**src/rtl/apm_cmd_port.sv**
```systemverilog
module apm_cmd_port #(
  parameter int          DW      = 8,
  parameter logic [7:0]  CMD_ON  = 8'hF1,
  parameter logic [7:0]  CMD_OFF = 8'hF0,
  parameter int          SMI_BIT = 1
) (
  input  logic          clk,
  input  logic          rst_n,
  input  logic          wr_en,
  input  logic          addr,
  input  logic [DW-1:0] wr_data,
  output logic [DW-1:0] rd_data,
  input  logic [7:0]    smi_cfg,
  output logic          sci_set,
  output logic          sci_clr,
  output logic          smi_pulse
);

  logic [DW-1:0] cmd_q, stat_q;
  logic          cmd_wr, stat_wr;

  assign cmd_wr  = wr_en && !addr;
  assign stat_wr = wr_en &&  addr;
  assign rd_data = addr ? stat_q : cmd_q;

  always_ff @(posedge clk) begin
    if (!rst_n) begin
      cmd_q     <= '0;
      stat_q    <= '0;
      sci_set   <= 1'b0;
      sci_clr   <= 1'b0;
      smi_pulse <= 1'b0;
    end else begin
      if (cmd_wr)  cmd_q  <= wr_data;
      if (stat_wr) stat_q <= wr_data;
      sci_set   <= cmd_wr && (wr_data == DW'(CMD_ON));
      sci_clr   <= cmd_wr && (wr_data == DW'(CMD_OFF));
      smi_pulse <= cmd_wr && smi_cfg[SMI_BIT];
    end
  end


  sci_excl_chk: assert property (@(posedge clk) disable iff (!rst_n)
    !(sci_set && sci_clr));


  sci_set_chk: assert property (@(posedge clk) disable iff (!rst_n)
    (wr_en && !addr && wr_data == DW'(CMD_ON)) |=> sci_set);


  sci_clr_chk: assert property (@(posedge clk) disable iff (!rst_n)
    (wr_en && !addr && wr_data == DW'(CMD_OFF)) |=> sci_clr);


  smi_gate_chk: assert property (@(posedge clk) disable iff (!rst_n)
    !(wr_en && !addr && smi_cfg[SMI_BIT]) |=> !smi_pulse);


  stat_quiet_chk: assert property (@(posedge clk) disable iff (!rst_n)
    (wr_en && addr) |=> !(smi_pulse || sci_set || sci_clr));


  stat_hold_chk: assert property (@(posedge clk) disable iff (!rst_n)
    !(wr_en && addr) |=> $stable(stat_q));

endmodule

```
**config.mk**
```make
export PLATFORM = sky130hd
export DESIGN_NAME = apm_cmd_port
export DESIGN_NICKNAME = d
export VERILOG_FILES = /design/src/rtl/apm_cmd_port.sv
export SDC_FILE = /design/constraint.sdc
export NUM_CORES = 1
export LEC_CHECK = 0
export BUFFER_PORTS_ARGS = -buffer_cell sky130_fd_sc_hd__buf_2
export CAP_MARGIN = 20
export CORE_ASPECT_RATIO = 1.1
export CORE_MARGIN = 5
export CORE_UTILIZATION = 42
export DETAILED_ROUTE_END_ITERATION = 10
export PLACE_DENSITY = 0.72
export SLEW_MARGIN = 30
export SYNTH_ARGS = -nofsm -noshare
export SYNTH_HDL_FRONTEND = slang
export SYNTH_SLANG_ARGS = --single-unit
```
**constraint.sdc**
```tcl
create_clock -name clk -period 0.87 [get_ports clk]
set_input_delay 0.087 -clock clk [delete_from_list [all_inputs] [get_ports clk]]
set_output_delay 0.087 -clock clk [all_outputs]
set_load 0.01 [all_outputs]
```
==> results of run 1 <==
[cells in the mapped netlist]
cell type  count
a21boi_0      15
a21boi_1       1
and2b_1        1
and3_1         3
and4_1         1
and4b_1        1
buf_2          1
buf_4          2
buf_6          2
clkbuf_1       1
dfxtp_1       19
mux2_2         8
nand2_1       25
nand2b_1       1
nand2b_4       1
nand3_1        8
nor4_4         1
[metal layers]
layer	GRT usage [%]	part of all wire, %	up-vias
li1	-	-	367
met1	17.0	46	349
met2	23.0	48	17
met3	3.39	5.3	2
met4	5.84	0.73	0
met5	0	0	-
[where the power goes]
part / switching, mW / total, mW / internal, mW
combinational: 0.128 / 0.264 / 0.136
sequential: 0.0170 / 0.925 / 0.908
clock: 0.273 / 0.452 / 0.178
total: 0.418 / 1.64 / 1.22
[metrics by stage]
stage	cell area, µm²	hold WS (ns)	power (mW)
3_3_place_gp	1010	0.325	1.16
6_report	1110	0.0203	1.64
2_1_floorplan	857	0.222	1.08
3_5_place_dp	1010	0.325	1.17
4_1_cts	1070	0.00960	1.63
5_1_grt	1110	0.0209	1.71
[worst max-delay path by stage]
stage                   from    endpoint  slack, ns
floorplan               addr     sci_clr     0.0002
global route        cmd_q[0]  rd_data[0]      -0.27
CTS                 cmd_q[0]  rd_data[0]      -0.25
finish              cmd_q[2]  rd_data[2]      -0.24
global placement        addr   smi_pulse      -0.13
detailed placement      addr    cmd_q[2]      -0.17
[area by class of cell]
cell class / count / area [µm²]
Multi-Input combinational cell: 66 / 445
Fill cell: 178 / 870
Clock buffer: 4 / 26.3
Sequential cell: 19 / 392
Tap cell: 28 / 35.0
Timing Repair Buffer: 29 / 210
[state kept, by name (all words and copies together), names as in the netlist]
| register | flops |
|---|---|
| cmd_q | 8 |
| stat_q | 8 |
| sci_clr | 1 |
| sci_set | 1 |
| smi_pulse | 1 |
[critical path, delay by kind of cell, from the launching register on]
family	cells	cell delay (ns)
buffers and inverters	1	0.12
multiplexers	1	0.27
flip-flops	1	0.34
[cell families after synthesis]
kind of cell | count (synthesis) | share of synthesized area (%)
muxes | 8 | 10.5
AOI/OAI and AO/OA | 16 | 14.0
buffers and inverters | 6 | 5.40
and+or+nand+nor | 42 | 25.7
DFF | 19 | 44.4
==> out/metrics.csv, run 1 <==
metric,value,unit
I/O Buffers,23,
Final Hold Fails,0,
largest net degree at the start of global routing,18,
Die ar.,3050,µm²
number of synthesized register bits,19,
CTS tree,built,
x dimension of the die,53.1,µm
setup tns final,-1.84,ns
"Avg Cell Area, Syn",9.42,µm²
R2R Path Start,cmd_q[2],
worst setup margin,-0.237,ns
Synth warnings,0,
"slowest stage delay, CP",0.34,ns
hold path cells,2,
RSZ-0062 raised after global routing,true,
crit end category,output pin,
DP Worst Slack,-0.174,ns
Max Buffers Root-to-Sink,2,
gp weighted congestion,0.788,
Clock Root Buffer,clkbuf_4,
Tmin final,1.11,ns
vias in the first global route,730,
drt initial violations,8,
"Seq/Total Area, Yosys",44.4,%
CP Max Fanout,2,
DR pass1 iterations,4,
# IOs,31,
Clock transition at path regs,0.11,ns
Num CTS Buffers,3,
vias post-DR,735,
H-tree depth,1,
# Post-CTS Setup Buffers,0,
slowest CP cell,dfxtp_2,
worst hold path class,input port to flop,
P_leak,0.483,nW
routed len/inst,13.1,µm
failing checks,negative setup slack,
reg-to-reg critical path endpoint,cmd_q[2],
Final HPWL DP,1.39,mm
Tcrit/Tclk final,127,%
Yosys top cell by area,dfxtp_1,
Worst-Margin Slew,0.373,ns
# Max-Cap Violations,0,
Synth area leaders,"dfxtp_1, a21boi_0, nand2_1, mux2_2, nand3_1",
share of cells above drive strength 1,43.2,%
reg2reg setup slack,0.22,ns
Mapped Nets,111,
overall global routing resource usage,14.0,%
Synth Cell Area,857,µm²
critical path class,flop to output pin,
"Distinct cells, synth",17,
Detailed Route WL,1.91,mm
first-pass GRT wire length,3.22,mm
Mapped Cells,91,
cell row count,17,
relative slew slack,75.1,%
Pwr Density,1480,nW/µm²
"most common cell after layout, fill and taps aside",nand2_1,
Slew Limit Fails,0,
maximum VDD drop,0.968,mV
outcome,"finished, violations left",
Yosys top cell area share,44.4,%
Syn-to-layout area delta,29.3,%
clock sink count,19,
clock skew,0,ns
Hold EP,smi_pulse,
post_cts resized,10,
gr ovfl total,0,
CP arrival,1.02,ns
diode count,0,
die height,57.4,µm
Post-Layout Cell Count,146,
drt drc,0,
CTS Hold Bufs,0,
final setup fails,8,
f_max,0.903,GHz
Starting Density,43.3,%
Clock Latency Late Sink,0.29,ns
Core Footprint,1980,µm²
reg2reg path depth,2,
routed vias/inst,5.03,
most frequent cells in the layout,"nand2_1, a21boi_0, buf_2",
placed insts,142,
WP data required,0.78,ns
initial antenna violation count,0,
Detail Route Antenna Nets,0,
Nets,139,
worst-path cell chain,mux2_2 > buf_6,
HP Start,smi_cfg[1],
Finished Core Util,56.0,%
Startpoint Class,flop,
Note: power is estimated with default switching activity, not from simulation.
==> run 2: changes to the inputs <==
Clock period 0.87 ns to 0.9 ns, I/O delays scaled along.
==> run 2 against run 1 <==
  * Critical path depth unchanged
  * Register-to-register slack better by 0.05 ns
  * Sequential share of layout area is 0.40 points lower
  * Clock power fell by 6.0%
  * Worst hold slack lost 0.0068 ns
  * Largest power group unchanged
  * The flow still finishes with violations (negative setup slack)
==> out/metrics.csv, run 2 (synthesis gave the netlist of run 1 again) <==
metric,value,unit
Nets,140,
vias in the first global route,722,
Slew Limit Fails,0,
reg2reg setup slack,0.27,ns
gp weighted congestion,0.798,
relative slew slack,74.3,%
Starting Density,43.3,%
placed insts,143,
crit end category,output pin,
R2R Path Start,stat_q[1],
RSZ-0062 raised after global routing,true,
most frequent cells in the layout,"nand2_1, a21boi_0, buf_2",
Startpoint Class,flop,
initial antenna violation count,0,
Num CTS Buffers,3,
DP Worst Slack,-0.128,ns
worst hold path class,input port to flop,
overall global routing resource usage,14.1,%
routed vias/inst,4.87,
routed len/inst,12.8,µm
# IOs,31,
first-pass GRT wire length,3.17,mm
P_leak,0.494,nW
Core Footprint,1980,µm²
DR pass1 iterations,4,
Clock transition at path regs,0.10,ns
Tmin final,1.11,ns
Detail Route Antenna Nets,0,
final setup fails,8,
drt initial violations,5,
HP Start,smi_cfg[1],
x dimension of the die,53.1,µm
gr ovfl total,0,
CP arrival,1.02,ns
maximum VDD drop,0.915,mV
die height,57.4,µm
clock skew,0,ns
Syn-to-layout area delta,31.2,%
biggest regs,"cmd_q x8, stat_q x8",
"most common cell after layout, fill and taps aside",nand2_1,
Sequential Area,393,µm²
I/O Buffers,23,
Final HPWL DP,1.38,mm
Pwr Density,1400,nW/µm²
CTS Hold Bufs,0,
worst setup margin,-0.211,ns
Final Hold Fails,0,
f_max,0.900,GHz
largest net degree at the start of global routing,18,
Filler cells,186,
H-tree depth,1,
Max Buffers Root-to-Sink,2,
Die ar.,3050,µm²
drt drc,0,
Worst-Margin Slew,0.385,ns
Clock Root Buffer,clkbuf_4,
clock sink count,19,
vias post-DR,716,
Clock Latency Late Sink,0.29,ns
area taken by multi-input logic gates,453,µm²
hold path cells,2,
Detailed Route WL,1.88,mm
Post-Layout Cell Count,147,
CP Max Fanout,2,
# Post-CTS Setup Buffers,0,
Tcrit/Tclk final,123,%
# Max-Cap Violations,0,
reg2reg path depth,2,
reg-to-reg critical path endpoint,stat_q[1],
outcome,"finished, violations left",
critical path class,flop to output pin,
diode count,0,
WP data required,0.81,ns
Hold EP,smi_pulse,
cell row count,17,
CTS tree,built,
share of cells above drive strength 1,44.5,%
failing checks,negative setup slack,
run 2: worst max path at each step:
stage / cells past startpoint / startpoint / to / slack, ns
6_report: 2 / cmd_q[2] / rd_data[2] / -0.21
4_1_cts: 2 / cmd_q[2] / rd_data[2] / -0.21
3_3_place_gp: 3 / addr / smi_pulse / -0.10
2_1_floorplan: 5 / addr / sci_clr / 0.03
3_5_place_dp: 3 / addr / smi_pulse / -0.13
5_1_grt: 2 / cmd_q[3] / rd_data[3] / -0.25
run 2: metal layers:
metal | track usage, % | up-vias | share of wire [%]
met5 | 0 | - | 0
met4 | 4.38 | 0 | 1.0
met3 | 4.96 | 2 | 6.1
met2 | 22.7 | 19 | 49
met1 | 17.4 | 328 | 44
li1 | - | 367 | -
run 2: cell type report:
| cell class | instances | area share, % |
|---|---|---|
| flip-flops and latches | 19 | 34.9 |
| clock buffers | 4 | 2.34 |
| well taps | 28 | 3.11 |
| repair buffers | 30 | 19.4 |
| multi-input cells | 66 | 40.3 |
run 2: worst max-delay path, cell delays in order, from the launching register on:
cell     delay [ns]
dfxtp_2        0.34
mux2_4         0.27
buf_6          0.12
run 2: report_power, final:
group	switching, mW	total (mW)	internal [mW]	leakage, nW
registers	0.0164	0.894	0.878	0.159
clock network	0.252	0.425	0.173	0.0150
logic	0.123	0.261	0.137	0.319
total	0.392	1.58	1.19	0.494
run 2: what timing repair did:
item,CTS,global route
endpoints found under the setup margin,8,8
gates resized for setup,11,13
cloned,0,0
run 2: stage by stage:
stage / cell area (µm²) / util (%) / power (mW) / hold WS (ns) / TNS (ns)
6_report: 1120 / 56.9 / 1.58 / 0.0135 / -1.60
5_1_grt: 1120 / 56.9 / 1.67 / 0.00952 / -1.92
2_1_floorplan: 857 / - / 1.04 / 0.225 / 0
3_5_place_dp: 1010 / 51.2 / 1.13 / 0.318 / -2.02
4_1_cts: 1080 / 54.6 / 1.58 / 0.00569 / -1.68
3_3_place_gp: 1010 / 51.2 / 1.13 / 0.328 / -1.54
